<file path="src/rtl/pcq_pkg.sv">
package pcq_pkg;

    // Byte and lane geometry of one debug-port write
    localparam int DATA_W = 8;
    localparam int OFFS_W = 2;
    localparam int LANES  = 1 << OFFS_W;
    localparam int CODE_W = DATA_W * LANES;

    typedef struct packed {
        logic [DATA_W-1:0] data;
        logic [OFFS_W-1:0] offs;
    } entry_t;

    typedef enum logic {
        PH_IDLE  = 1'b0,
        PH_DRAIN = 1'b1
    } phase_e;

endpackage

</file>
<file path="src/rtl/pcq_fifo.sv">
module pcq_fifo
    import pcq_pkg::*;
#(
    parameter int DEPTH = 16
) (
    input  logic                       clk,
    input  logic                       rst_n,
    input  logic                       push,
    input  entry_t                     din,
    input  logic                       pop,
    output entry_t                     head,
    output logic [OFFS_W-1:0]          after_offs,
    output logic [$clog2(DEPTH+1)-1:0] count,
    output logic                       full
);

    // DEPTH must be a power of two so the pointers wrap on their own
    localparam int PTR_W = $clog2(DEPTH);
    localparam int CNT_W = $clog2(DEPTH + 1);

    typedef struct packed {
        entry_t [DEPTH-1:0] mem;
        logic [PTR_W-1:0]   wp;
        logic [PTR_W-1:0]   rp;
        logic [CNT_W-1:0]   cnt;
    } fifo_st_t;

    fifo_st_t st_d, st_q;
    logic     push_ok, pop_ok;
    entry_t   nxt_e;

    always_comb begin
        st_d    = st_q;
        push_ok = push && (st_q.cnt != CNT_W'(DEPTH));
        pop_ok  = pop && (st_q.cnt != '0);
        if (push_ok) begin
            st_d.mem[st_q.wp] = din;
            st_d.wp           = st_q.wp + PTR_W'(1);
        end
        if (pop_ok) begin
            st_d.rp = st_q.rp + PTR_W'(1);
        end
        case ({push_ok, pop_ok})
            2'b10:   st_d.cnt = st_q.cnt + CNT_W'(1);
            2'b01:   st_d.cnt = st_q.cnt - CNT_W'(1);
            default: st_d.cnt = st_q.cnt;
        endcase
    end

    always_ff @(posedge clk or negedge rst_n) begin
        if (!rst_n) begin
            st_q <= '0;
        end else begin
            st_q <= st_d;
        end
    end

    assign head       = st_q.mem[st_q.rp];
    assign nxt_e      = st_q.mem[st_q.rp + PTR_W'(1)];
    assign after_offs = nxt_e.offs;
    assign count      = st_q.cnt;
    assign full       = (st_q.cnt == CNT_W'(DEPTH));

    // occupancy never exceeds the storage
    assert_count_bound_R7: assert property (@(posedge clk) disable iff (!rst_n)
        st_q.cnt <= CNT_W'(DEPTH));

    // a write into a full queue with no pop leaves it full
    assert_full_drop_R7: assert property (@(posedge clk) disable iff (!rst_n)
        (push && full && !pop) |=> (count == CNT_W'(DEPTH)));

    // a write into an empty queue makes it non-empty
    assert_push_fills_R6: assert property (@(posedge clk) disable iff (!rst_n)
        (push && (count == '0)) |=> (count != '0));

endmodule

</file>
<file path="src/rtl/pcq_pack.sv">
module pcq_pack
    import pcq_pkg::*;
#(
    parameter int DEPTH     = 16,
    parameter int BURST_MAX = 16
) (
    input  logic                       clk,
    input  logic                       rst_n,
    input  logic                       go,
    input  logic [$clog2(DEPTH+1)-1:0] count,
    input  entry_t                     head,
    input  logic [OFFS_W-1:0]          after_offs,
    output logic                       pop,
    output logic                       code_valid,
    output logic [CODE_W-1:0]          code_data
);

    localparam int CNT_W  = $clog2(DEPTH + 1);
    localparam int LEFT_W = $clog2(BURST_MAX + 1);

    typedef struct packed {
        phase_e            ph;
        logic [LEFT_W-1:0] left;
        logic [CODE_W-1:0] acc;
        logic [CODE_W-1:0] code;
        logic              vld;
    } pack_st_t;

    pack_st_t          st_d, st_q;
    logic [CODE_W-1:0] ins;
    logic [CODE_W-1:0] merged;
    logic [CNT_W-1:0]  take;
    logic              last_one;
    logic              boundary;

    // Steer the head byte into its lane
    for (genvar l = 0; l < LANES; l++) begin : g_lane
        assign ins[l*DATA_W +: DATA_W] =
            (head.offs == OFFS_W'(l)) ? head.data : '0;
    end

    assign merged   = st_q.acc | ins;
    assign take     = (count > CNT_W'(BURST_MAX)) ? CNT_W'(BURST_MAX) : count;
    assign last_one = (st_q.left == LEFT_W'(1));
    assign boundary = last_one || (after_offs == '0);

    always_comb begin
        st_d     = st_q;
        st_d.vld = 1'b0;
        pop      = 1'b0;
        case (st_q.ph)
            PH_IDLE: begin
                if (go && (count != '0)) begin
                    st_d.ph   = PH_DRAIN;
                    st_d.left = LEFT_W'(take);
                    st_d.acc  = '0;
                end
            end
            PH_DRAIN: begin
                pop       = 1'b1;
                st_d.left = st_q.left - LEFT_W'(1);
                if (boundary) begin
                    st_d.code = merged;
                    st_d.vld  = 1'b1;
                    st_d.acc  = '0;
                end else begin
                    st_d.acc  = merged;
                end
                if (last_one) begin
                    st_d.ph = PH_IDLE;
                end
            end
            default: st_d.ph = PH_IDLE;
        endcase
    end

    always_ff @(posedge clk or negedge rst_n) begin
        if (!rst_n) begin
            st_q <= '0;
        end else begin
            st_q <= st_d;
        end
    end

    assign code_valid = st_q.vld;
    assign code_data  = st_q.code;

    // the drain never pops an empty queue
    assert_pop_nonempty_R4: assert property (@(posedge clk) disable iff (!rst_n)
        pop |-> (count != '0));

    // the burst budget stays within its limit
    assert_left_bound_R4: assert property (@(posedge clk) disable iff (!rst_n)
        st_q.left <= LEFT_W'(BURST_MAX));

    // a code strobe only follows a draining cycle
    assert_valid_after_drain_R5: assert property (@(posedge clk) disable iff (!rst_n)
        code_valid |-> $past(st_q.ph == PH_DRAIN));

    // leaving the burst always comes with a code strobe
    assert_last_emits_R3: assert property (@(posedge clk) disable iff (!rst_n)
        (st_q.ph == PH_DRAIN && last_one) |=> code_valid);

endmodule

</file>
<file path="src/rtl/pcq_flags.sv">
module pcq_flags (
    input  logic clk,
    input  logic rst_n,
    input  logic wr_en,
    input  logic full,
    input  logic clr_ovf,
    input  logic clr_wpend,
    output logic ovf_flag,
    output logic wpend_flag
);

    typedef struct packed {
        logic ovf;
        logic wpend;
    } flag_st_t;

    flag_st_t st_d, st_q;
    logic     drop;

    assign drop = wr_en && full;

    always_comb begin
        st_d = st_q;
        if (clr_ovf) begin
            st_d.ovf = 1'b0;
        end
        if (drop) begin
            st_d.ovf = 1'b1;
        end
        if (clr_wpend) begin
            st_d.wpend = 1'b0;
        end
        if (wr_en) begin
            st_d.wpend = 1'b1;
        end
    end

    always_ff @(posedge clk or negedge rst_n) begin
        if (!rst_n) begin
            st_q <= '0;
        end else begin
            st_q <= st_d;
        end
    end

    assign ovf_flag   = st_q.ovf;
    assign wpend_flag = st_q.wpend;

    // a dropped write raises the overflow flag
    assert_ovf_set_R7: assert property (@(posedge clk) disable iff (!rst_n)
        (wr_en && full) |=> ovf_flag);

    // a clear with no competing drop lowers the flag
    assert_ovf_clear_R8: assert property (@(posedge clk) disable iff (!rst_n)
        (clr_ovf && !(wr_en && full)) |=> !ovf_flag);

    // any write raises the write-seen flag
    assert_wpend_set_R9: assert property (@(posedge clk) disable iff (!rst_n)
        wr_en |=> wpend_flag);

    // without a write or clear the flag holds its value
    assert_wpend_hold_R9: assert property (@(posedge clk) disable iff (!rst_n)
        (!wr_en && !clr_wpend) |=> $stable(wpend_flag));

endmodule

</file>
<file path="src/rtl/postcode_packer.sv">
module postcode_packer
    import pcq_pkg::*;
#(
    parameter int DEPTH     = 16,
    parameter int BURST_MAX = 16
) (
    input  logic              clk,
    input  logic              rst_n,
    input  logic              wr_en,
    input  logic [7:0]        wr_data,
    input  logic [1:0]        wr_offs,
    input  logic              drain_go,
    input  logic              clr_ovf,
    input  logic              clr_wpend,
    output logic              code_valid,
    output logic [31:0]       code_data,
    output logic              fifo_nempty,
    output logic              ovf_flag,
    output logic              wpend_flag
);

    localparam int CNT_W = $clog2(DEPTH + 1);

    entry_t             din;
    entry_t             head;
    logic [OFFS_W-1:0]  after_offs;
    logic [CNT_W-1:0]   count;
    logic               full;
    logic               pop;

    assign din.data = wr_data;
    assign din.offs = wr_offs;

    pcq_fifo #(
        .DEPTH(DEPTH)
    ) u_fifo (
        .clk        (clk),
        .rst_n      (rst_n),
        .push       (wr_en),
        .din        (din),
        .pop        (pop),
        .head       (head),
        .after_offs (after_offs),
        .count      (count),
        .full       (full)
    );

    pcq_pack #(
        .DEPTH    (DEPTH),
        .BURST_MAX(BURST_MAX)
    ) u_pack (
        .clk        (clk),
        .rst_n      (rst_n),
        .go         (drain_go),
        .count      (count),
        .head       (head),
        .after_offs (after_offs),
        .pop        (pop),
        .code_valid (code_valid),
        .code_data  (code_data)
    );

    pcq_flags u_flags (
        .clk        (clk),
        .rst_n      (rst_n),
        .wr_en      (wr_en),
        .full       (full),
        .clr_ovf    (clr_ovf),
        .clr_wpend  (clr_wpend),
        .ovf_flag   (ovf_flag),
        .wpend_flag (wpend_flag)
    );

    assign fifo_nempty = (count != '0);

    // the queue cannot drain to empty without a pop
    assert_nempty_hold_R6: assert property (@(posedge clk) disable iff (!rst_n)
        (fifo_nempty && !pop) |=> fifo_nempty);

endmodule

</file>
<file path="config.mk">
export PLATFORM = sky130hd
export DESIGN_NAME = postcode_packer
export DESIGN_NICKNAME = d
export VERILOG_FILES = /design/src/rtl/pcq_pkg.sv /design/src/rtl/pcq_fifo.sv /design/src/rtl/pcq_pack.sv /design/src/rtl/pcq_flags.sv /design/src/rtl/postcode_packer.sv
export SDC_FILE = /design/constraint.sdc
export NUM_CORES = 1
export LEC_CHECK = 0
export BUFFER_PORTS_ARGS = -buffer_cell sky130_fd_sc_hd__buf_2
export CAP_MARGIN = 10
export CORE_MARGIN = 8
export CORE_UTILIZATION = 30
export CTS_CLUSTER_DIAMETER = 40
export CTS_CLUSTER_SIZE = 25
export DETAILED_ROUTE_END_ITERATION = 6
export HOLD_SLACK_MARGIN = 0.06
export SLEW_MARGIN = 10
export SYNTH_ARGS = -nofsm -noshare
export SYNTH_HDL_FRONTEND = slang
export SYNTH_SLANG_ARGS = --single-unit
</file>
<file path="constraint.sdc">
create_clock -name clk -period 4.3 [get_ports clk]
set_input_delay 0.645 -clock clk [delete_from_list [all_inputs] [get_ports clk]]
set_output_delay 0.645 -clock clk [all_outputs]
set_load 0.005 [all_outputs]
</file>
==> impl_metrics.toml <==
[floorplanning]
coreArea_mm2 = 0.0398
initial_utilization_pct = 30.4
die_w_um = 217
die_y_um = 217
ios = 52
fp.dieArea_mm2 = 0.0470
fp-row-count = 73

[synthesis]
syn_nets = 1008
syn_area_mm2 = 0.0121
ys_types = 50
syn_area_per_cell_um2 = 12.3
ys_ff_latch = 246
yosysWarnings = 0
synth-edff-count = 0
synth_cells = 982
yosysSeqAreaShare_pct = 50.9
async_flop_share_pct = 100
ys.flop_type = "dfrtp_1"

[drt]
wl_per_cell_um = 19.2
final_antenna_net_count = 0
drt_wl_total_mm = 29.7
drc = 0
drtIter0Drc = 628
first_pass_iters = 5
via_count = 8019
viasPerCell = 5.19

[worst_setup_path]
critical_path_class = "reg -> reg"
r2r_setup_slack_ns = 1.09
endpoint = "u_pack.code_data[8]"
cp_data_arrival_time_ns = 3.53
timing.rr.end = "u_pack.code_data[8]"
worstPathRequired_ns = 4.63
rr_worst_depth = 7
end_kind = "register"
cp-startpoint = "u_fifo.st_q[5]"
worstReg2RegStart = "u_fifo.st_q[5]"
cp_max_fo = 65
cp-start-kind = "register"

[timing]
fmax_mhz = 312
hold_violations = 0
layout_min_cycle_time_ns = 3.21
tightest_slew_ns = 1.16
final.setup.tns_ns = 0
clock_skew_ns = 0.0170
setup_viol = 0
rsz0062_at_grt = "false"
slew_violations = 0
post-route-period-util_pct = 74.6
slew_headroom_pct = 22.5

[cells_and_area]
nets = 1020
multi_input_area_mm2 = 0.00530
drive_above_1_share_pct = 34.4
final_cell_mix = "244 x dfrtp_1, 162 x mux2_2, 70 x nor2_1"
fillCellCount = 3950
register_area_mm2 = 0.00616
fin_util_pct = 34.9
area_growth_pct = 14.7
layout_commonest_cell = "dfrtp_1"
n_antenna_cell = 0

[job]
drv_cap = 0

[power_and_ir_drop]
power_density_mw_per_mm2 = 963
clkPwrFrac_pct = 22.4
vdd.ir_drop.worst_v = 0.000699
switching_share_pct = 39.1
seqPwrFrac_pct = 32.3
p_leak_uw = 0.00606
power.internal_uw = 8150
pwr-share-comb_pct = 45.2
power_switching_uw = 5220

[global_route]
grt_antenna_before_repair = 0
grt_use_total_pct = 12.6
grt_pass1_vias = 8252
grt_max_degree = 127
grt_overflow = 0
grt_pass1_wl_mm = 47.7

[clocking]
htree_levels = 2
clk_path_buf_depth = 3
root_buffer = "clkbuf_16"
ctsResizeCount = 0
cts_buffers = 36
numClockSinks = 246
clk_latency_ns = 0.51
cts_hold_buf = 0
path_clk_slew_ns = 0.05
cts_setup_buffers = 0
cts_tree = "done"

[status]
outcome = "finished clean"

[place]
dp_hpwl_mm = 19.5
numPortBuffers = 51
gp_congestion = 0.860

[worst_hold_path]
hp-class = "in -> async"
logic make-up after synthesis:
family	synth area share, %
flops	50.9
mux	22.7
simple gates	8.21
compound gates	10.6
buf+inv	5.42
xor+xnor	1.22
fa+ha+maj	1.03
critical path, cell delays in order (launching register included):
cell and delay (ns):
dfrtp_1 0.56, ha_1 0.35, xnor2_2 0.29, mux4_2 0.55
a22o_1 0.26, o31a_2 0.70, nor2_1 0.24, a21oi_1 0.06
metrics by stage:
stage | instances | worst slack (ns) | hold slack (ns) | area (um^2) | power, uW
floorplan | 982 | 1.33 | 0.349 | 12100 | 9030
global placement | 1481 | 1.13 | 0.457 | 12600 | 10200
detailed placement | 1481 | 1.06 | 0.467 | 12600 | 10400
CTS | 1546 | 1.05 | 0.305 | 13900 | 13500
global route | 1546 | 0.806 | 0.306 | 13900 | 14300
finish | 1546 | 1.09 | 0.176 | 13900 | 13400
Yosys cell counts (all sizes together), types with 7 or more instances:
cell,count,area share (%)
dfrtp,246,51
mux2,162,15
nor2,70,2.2
buf,59,3.3
nor3,51,2.2
mux4,40,7.4
a21oi,39,1.6
inv,35,1.1
clkbuf,32,1.0
a22o,26,1.9
o21ai,24,0.99
nand3,20,0.83
a22oi,19,1.2
nand2,18,0.56
a21bo,17,1.4
a221oi,11,0.80
ha,10,1.0
o22ai,10,0.52
xnor2,9,0.71
nand3b,7,0.43
nor2b,7,0.36
nor3b,7,0.43
xor2,7,0.51
how the worst min path moves through the flow:
| stage | slack (ns) | start | to |
|---|---|---|---|
| 2_1_floorplan | 0.35 | rst_n | u_fifo.count[0] |
| 4_1_cts | 0.31 | rst_n | u_pack.st_q[37] |
| 5_1_grt | 0.31 | rst_n | u_flags.wpend_flag |
| 6_report | 0.18 | rst_n | u_flags.wpend_flag |
| 3_3_place_gp | 0.46 | u_flags.wpend_flag | u_flags.wpend_flag |
| 3_5_place_dp | 0.47 | u_pack.st_q[42] | u_pack.st_q[42] |
final cells by class:
cell class	count	area share [%]
Sequential cell	246	44.4
Timing Repair Buffer	65	2.85
Clock inverter	19	1.52
Clock buffer	46	7.42
Inverter	35	0.946
Multi-Input combinational cell	610	38.2
Tap cell	525	4.73
flip-flops by register name, summed over array words and instances, names as in the netlist:
name,count
u_fifo.count,5
u_fifo.st_q,168
u_flags.ovf_flag,1
u_flags.wpend_flag,1
u_pack.code_data,32
u_pack.code_valid,1
u_pack.st_q,38
per-layer routing:
metal | wire (um) | global-route usage [%]
met1 | 13600 | 17.3
met2 | 13600 | 19.7
met3 | 1660 | 2.52
met4 | 811 | 4.24
met5 | 0 | 0
power by group through the flow:
stage	combinational (uW)	clock, uW	sequential (uW)
after floorplan	5090	0	3940
after global placement	5900	0	4310
after detailed placement	6050	0	4350
after CTS	6090	3070	4320
after global routing	6630	3180	4490
final	6050	3000	4320
(Power assumes the default switching activity.)
